===== src/rtl/sysmac_pkg.sv =====
package sysmac_pkg;
  localparam int unsigned DEF_DATA_W = 8;
  localparam int unsigned DEF_ACC_W  = 20;
endpackage


===== src/rtl/sysmac_fwd_reg.sv =====
module sysmac_fwd_reg #(
  parameter int unsigned W = 8
) (
  input  logic         clk_i,
  input  logic         rst_ni,
  input  logic         en_i,
  input  logic [W-1:0] d_i,
  output logic [W-1:0] q_o
);
  always_ff @(posedge clk_i or negedge rst_ni) begin
    if (!rst_ni)   q_o <= '0;
    else if (en_i) q_o <= d_i;
  end
endmodule


===== src/rtl/sysmac_mult.sv =====
module sysmac_mult #(
  parameter int unsigned DATA_W = 8,
  localparam int unsigned PROD_W = 2 * DATA_W
) (
  input  logic [DATA_W-1:0]        a_i,
  input  logic [DATA_W-1:0]        b_i,
  output logic signed [PROD_W-1:0] p_o
);
  always_comb p_o = $signed(a_i) * $signed(b_i);
endmodule


===== src/rtl/sysmac_acc.sv =====
module sysmac_acc #(
  parameter int unsigned PROD_W = 16,
  parameter int unsigned ACC_W  = 20
) (
  input  logic                     clk_i,
  input  logic                     rst_ni,
  input  logic                     en_i,
  input  logic signed [PROD_W-1:0] prod_i,
  output logic [ACC_W-1:0]         acc_o
);
  logic signed [ACC_W-1:0] prod_ext;
  logic [ACC_W-1:0]        acc_d;

  always_comb begin
    prod_ext = prod_i;  // sign extension
    acc_d    = acc_o + prod_ext;  // feedback: register output into adder
  end

  always_ff @(posedge clk_i or negedge rst_ni) begin
    if (!rst_ni)   acc_o <= '0;
    else if (en_i) acc_o <= acc_d;
  end
endmodule


===== src/rtl/sysmac_pe.sv =====
module sysmac_pe #(
  parameter int unsigned DATA_W = sysmac_pkg::DEF_DATA_W,
  parameter int unsigned ACC_W  = sysmac_pkg::DEF_ACC_W
) (
  input  logic              clk_i,
  input  logic              rst_ni,
  input  logic              en_i,
  input  logic [DATA_W-1:0] west_i,
  input  logic [DATA_W-1:0] north_i,
  output logic [DATA_W-1:0] west_o,
  output logic [DATA_W-1:0] south_o,
  output logic [ACC_W-1:0]  sum_o
);
  localparam int unsigned PROD_W = 2 * DATA_W;

  logic signed [PROD_W-1:0] prod;

  sysmac_fwd_reg #(.W(DATA_W)) u_fwd_east (
    .clk_i(clk_i), .rst_ni(rst_ni), .en_i(en_i), .d_i(west_i), .q_o(west_o)
  );

  sysmac_fwd_reg #(.W(DATA_W)) u_fwd_south (
    .clk_i(clk_i), .rst_ni(rst_ni), .en_i(en_i), .d_i(north_i), .q_o(south_o)
  );

  sysmac_mult #(.DATA_W(DATA_W)) u_mult (
    .a_i(west_i), .b_i(north_i), .p_o(prod)
  );

  sysmac_acc #(.PROD_W(PROD_W), .ACC_W(ACC_W)) u_acc (
    .clk_i(clk_i), .rst_ni(rst_ni), .en_i(en_i), .prod_i(prod), .acc_o(sum_o)
  );
endmodule


===== config.mk =====
export PLATFORM = sky130hd
export DESIGN_NAME = sysmac_pe
export DESIGN_NICKNAME = d
export VERILOG_FILES = /design/src/rtl/sysmac_pkg.sv /design/src/rtl/sysmac_fwd_reg.sv /design/src/rtl/sysmac_mult.sv /design/src/rtl/sysmac_acc.sv /design/src/rtl/sysmac_pe.sv
export SDC_FILE = /design/constraint.sdc
export NUM_CORES = 1
export LEC_CHECK = 0
export BUFFER_PORTS_ARGS = -buffer_cell sky130_fd_sc_hd__buf_2
export CORE_MARGIN = 2
export CORE_UTILIZATION = 25
export DETAILED_ROUTE_END_ITERATION = 12
export SLEW_MARGIN = 20
export SYNTH_ARGS = -nofsm -noshare
export SYNTH_HDL_FRONTEND = slang
export SYNTH_SLANG_ARGS = --single-unit

===== constraint.sdc =====
create_clock -name clk_i -period 2.8 [get_ports clk_i]
set_clock_uncertainty 0.15 [all_clocks]
set_input_delay 0.42 -clock clk_i [delete_from_list [all_inputs] [get_ports clk_i]]
set_output_delay 0.42 -clock clk_i [all_outputs]
set_load 0.01 [all_outputs]

## Word-level counts from Yosys, hierarchy flattened

Cells that the tools add are included.

| storage, ports and cells | value |
|---|---|
| register bits | 36 |
| bits of input ports | 19 |
| output and inout port bits | 36 |
| logic and storage cells | 5 |

| operators by class | value |
|---|---|
| $add $sub $neg | 1 |
| multipliers | 1 |

Operator list:

| kind | count |
|---|---|
| adder 20 bit | 1 |
| multiplier 8 x 8 -> 16 bit | 1 |

## Depth between registers and ports, before layout

| depth | value |
|---|---|
| depth in word-level cells | 2 |
| gate-level depth with buffers | 27 |
| depth with buffers taken out | 27 |

## Cells and area by module

From an unflattened synthesis, not the netlist that was laid out.

| second synthesis, totals | value |
|---|---|
| cell total of the unflattened synthesis | 508 |
| area, all modules | 4947.2 sq um |

By module, submodules not included:

| module | times used | cells an instance | area each (sq um) | sequential area each (sq um) |
|---|---|---|---|---|
| sysmac_mult | 1 | 288 | 2547.4 | 0.0 |
| sysmac_acc | 1 | 186 | 1736.7 | 500.5 |
| sysmac_fwd_reg | 2 | 17 | 331.6 | 200.2 |

## Worst setup path after synthesis

Ideal clock, no wire load.

| timing path | value |
|---|---|
| kind | input to register |
| start | input port west_i[7] |
| end | register u_acc.acc_o[19] |
| library setup time | 79 ps |
| arrival time | 5694 ps |
| required time | 2571 ps |
| path slack | -3123 ps |
| stages | 22 |
| cell sequence | and2_1 > fa_1 > inv_1 > fa_1 > inv_1 > fa_1 > inv_1 > fa_1 > inv_1 > ha_1 > a21o_1 > a21oi_1 > a31oi_1 > xnor2_1 > ha_1 > a21oi_1 > nor2_1 > a211oi_1 > o31ai_4 > xnor2_1 > nor2_1 > xor2_1 |

| between the ends | value |
|---|---|
| cells in the longest elaborated chain, start to end | 2 |

RTL lines:

| element | line | RTL |
|---|---|---|
| from (decl) | sysmac_pe.sv:8 | `input logic [DATA_W-1:0] west_i,` |
| multiplier 8 x 8 -> 16 bit | sysmac_mult.sv:9 | `always_comb p_o = $signed(a_i) * $signed(b_i);` |
| adder 20 bit | sysmac_acc.sv:16 | `acc_d = acc_o + prod_ext;` |
| to (signal assigned) | sysmac_acc.sv:20 | `if (!rst_ni) acc_o <= '0;` |
| to (signal assigned) | sysmac_acc.sv:21 | `else if (en_i) acc_o <= acc_d;` |
| to (decl) | sysmac_acc.sv:9 | `output logic [ACC_W-1:0] acc_o` |

Every way passes these cells.
A chain may end at the register's enable or synchronous reset.

## Worst setup path after layout

| timing path | value |
|---|---|
| start | input port west_i[7] |
| end | register u_acc.acc_o[18] |

The elaborated chain is that of the path after synthesis.

==> metrics <==
clock slew at reported path FFs=0.06 ns; ys async rst share=100%; most area-hungry cell type in the Yosys netlist=fa_1; Slew Limit Headroom=38.4%; slowest stage delay, CP=0.55 ns; Nets=823; pre-CTS WS=-3.18 ns; Buf+Inv Stages, Crit Path=8; vias in the first global route=4496; antenna violations before repair=0; Mapped Avg Cell Area=9.52 sq um; Routed WL=13400 um; Worst Hold Class=input port to async pin; global-route wire length before repair=22500 um; Startpoint Class=input port; Worst EP required=2.85 ns; Final period util=200%; Routed Antenna Nets=0; cells after synthesis=514; clock sink count=36; routability congestion estimate=0.793; GRT Util Overall=13.8%; largest net degree at the start of global routing=37; final setup fails=16; CP top delay family=adder cells; num ports=55; FILL cells=1913; top_reg_cell synth=dfrtp_1; Die Wd=144 um; Port Buf Inserts=54; Area Overhead vs Synth=51.9%; die area=20700 sq um; Die H=144 um; kind of end point of the critical path=flop; fraction of layout cells with a size suffix above 1=47.0%; max cap viols=0; post-synthesis cell type count=51; Mapped Area=4890 sq um; vias per cell=4.31; worst hold slack=0.117 ns; Area contributors post-synth=fa_1 (23%), dfrtp_1 (18%), ha_1 (13%); CTS HTree Levels=2; fin crit period=5.61 ns; Starting Density=25.3%; vias=4154; Worst EP arrival=5.66 ns; CP Class=input port to flop; Post-synth EDFFs=0; critical path fanouts, max=6; DR DRC count=0; Seq cells post-synth=36; Max clock buf depth=2; row count=51; worst skew pair latency=0.30 ns; failing checks=negative setup slack; Pre-antenna DRT Iters=4; min setup slack post-route=-2.81 ns; status=finished, violations left; CTS root buffer=clkbuf_16; post-DP HPWL=10300 um; CTS Buf Count=5; YS warnings=0; diode count=0; sequential area share after synthesis=18.4%; max-slew violation count=0; Synth top area share=22.9%; Least-Margin Pin Slew=0.924 ns; core footprint=19300 sq um; WL per Instance=13.9 um; CTS Hold Bufs=0; RSZ-0062 raised after global routing=true; first-iteration detailed-routing DRC count=173; total nets after synthesis=639; CP max stage cell=fa_1; Highest Clock Rate=178 MHz; final hold vios=0; TritonCTS clock tree=yes; GR Overflow Total=0
## metrics by stage
step | area (sq um) | utilization (%) | std cells | TNS [ns]
2_1_floorplan | 5120 | - | 514 | -30.35
3_3_place_gp | 6540 | 33.8 | 937 | -38.96
3_5_place_dp | 6540 | 33.8 | 937 | -39.50
4_1_cts | 7180 | 37.1 | 956 | -32.89
5_1_grt | 7440 | 38.5 | 963 | -36.97
6_report | 7440 | 38.5 | 963 | -34.14
## registers in the layout (all words and copies together), names as in the netlist
register / cells
u_acc.acc_o: 20
u_fwd_east.q_o: 8
u_fwd_south.q_o: 8
## synthesized netlist by cell type, drive strengths merged, types with 2 or more instances
master / instances
inv: 103
xnor2: 25
or3: 3
fa: 56
nand2: 25
o31ai: 2
clkbuf: 3
and2: 46
mux2: 29
o21a: 2
a211oi: 2
o21ai: 16
nor4: 2
nor2b: 7
xor2: 4
nor3: 3
ha: 50
o211ai: 4
o311ai: 2
nand4: 2
buf: 3
dfrtp: 36
o21bai: 6
a21o: 10
nand3b: 3
and3: 3
a21oi: 27
a31oi: 4
nand2b: 4
nand3: 5
nor2: 13
mux2i: 2
## path summary, 6_finish.rpt
check                      depth (start not counted)  slack [ns]              start                  to
setup reg to reg                                  10        0.04     u_acc.acc_o[0]     u_acc.acc_o[14]
min in group clk_i                                 2        0.29         north_i[3]  u_fwd_south.q_o[3]
max in group asynchronous                          1        1.81             rst_ni     u_acc.acc_o[17]
hold / removal                                     1        0.12             rst_ni      u_acc.acc_o[4]
setup / recovery                                  25       -2.81          west_i[7]     u_acc.acc_o[18]
hold reg to reg                                    1        0.35  u_fwd_east.q_o[2]   u_fwd_east.q_o[2]
## layout by cell type (no fill, tap or decap), drive strengths merged, types with 3 or more instances in the layout
cell type / Yosys / routed
a21o: 10 / 10
a21oi: 27 / 27
a31oi: 4 / 4
and2: 46 / 46
and3: 3 / 3
buf: 3 / 183
clkbuf: 3 / 7
dfrtp: 36 / 36
fa: 56 / 56
ha: 50 / 50
inv: 103 / 103
mux2: 29 / 29
nand2: 25 / 25
nand2b: 4 / 4
nand3: 5 / 5
nand3b: 3 / 3
nor2: 13 / 13
nor2b: 7 / 7
nor3: 3 / 3
o211ai: 4 / 4
o21ai: 16 / 16
o21bai: 6 / 6
or3: 3 / 3
xnor2: 25 / 25
xor2: 4 / 4
## cell families after synthesis
family	after synthesis	share of synthesized area, %
and+or+nand+nor	121	13.9
muxes	31	7.08
buffers and inverters	109	8.38
adders and majority gates	106	35.7
DFF	36	18.4
AOI/OAI and AO/OA	82	11.3
xor gates and xnor gates	29	5.19
## routing by layer
| layer | wire length [um] | up-vias | share of wire [%] | global-route usage [%] |
|---|---|---|---|---|
| met4 | 101 | 0 | 0.75 | 2.58 |
| met2 | 6860 | 72 | 51 | 25.0 |
| met5 | 0 | - | 0 | 0 |
| met1 | 5890 | 2031 | 44 | 16.9 |
| li1 | - | 2044 | - | - |
| met3 | 538 | 7 | 4.0 | 2.80 |
## layout make-up
type / instances / area, sq um / share of cell area, %
Multi-Input combinational cell: 369 / 4260 / 57.3
Timing Repair Buffer: 183 / 1400 / 18.8
Sequential cell: 36 / 901 / 12.1
Inverter: 103 / 389 / 5.23
Tap cell: 265 / 332 / 4.46
Clock buffer: 7 / 153 / 2.05
## what timing repair did
action,in CTS,in global routing
resized for setup,81,47
pin swaps,62,58
setup endpoints to repair,17,17
setup buffers,13,11
Power is not shown: default switching activity piles up to over one toggle a cycle in this logic, so the estimate is an artifact.
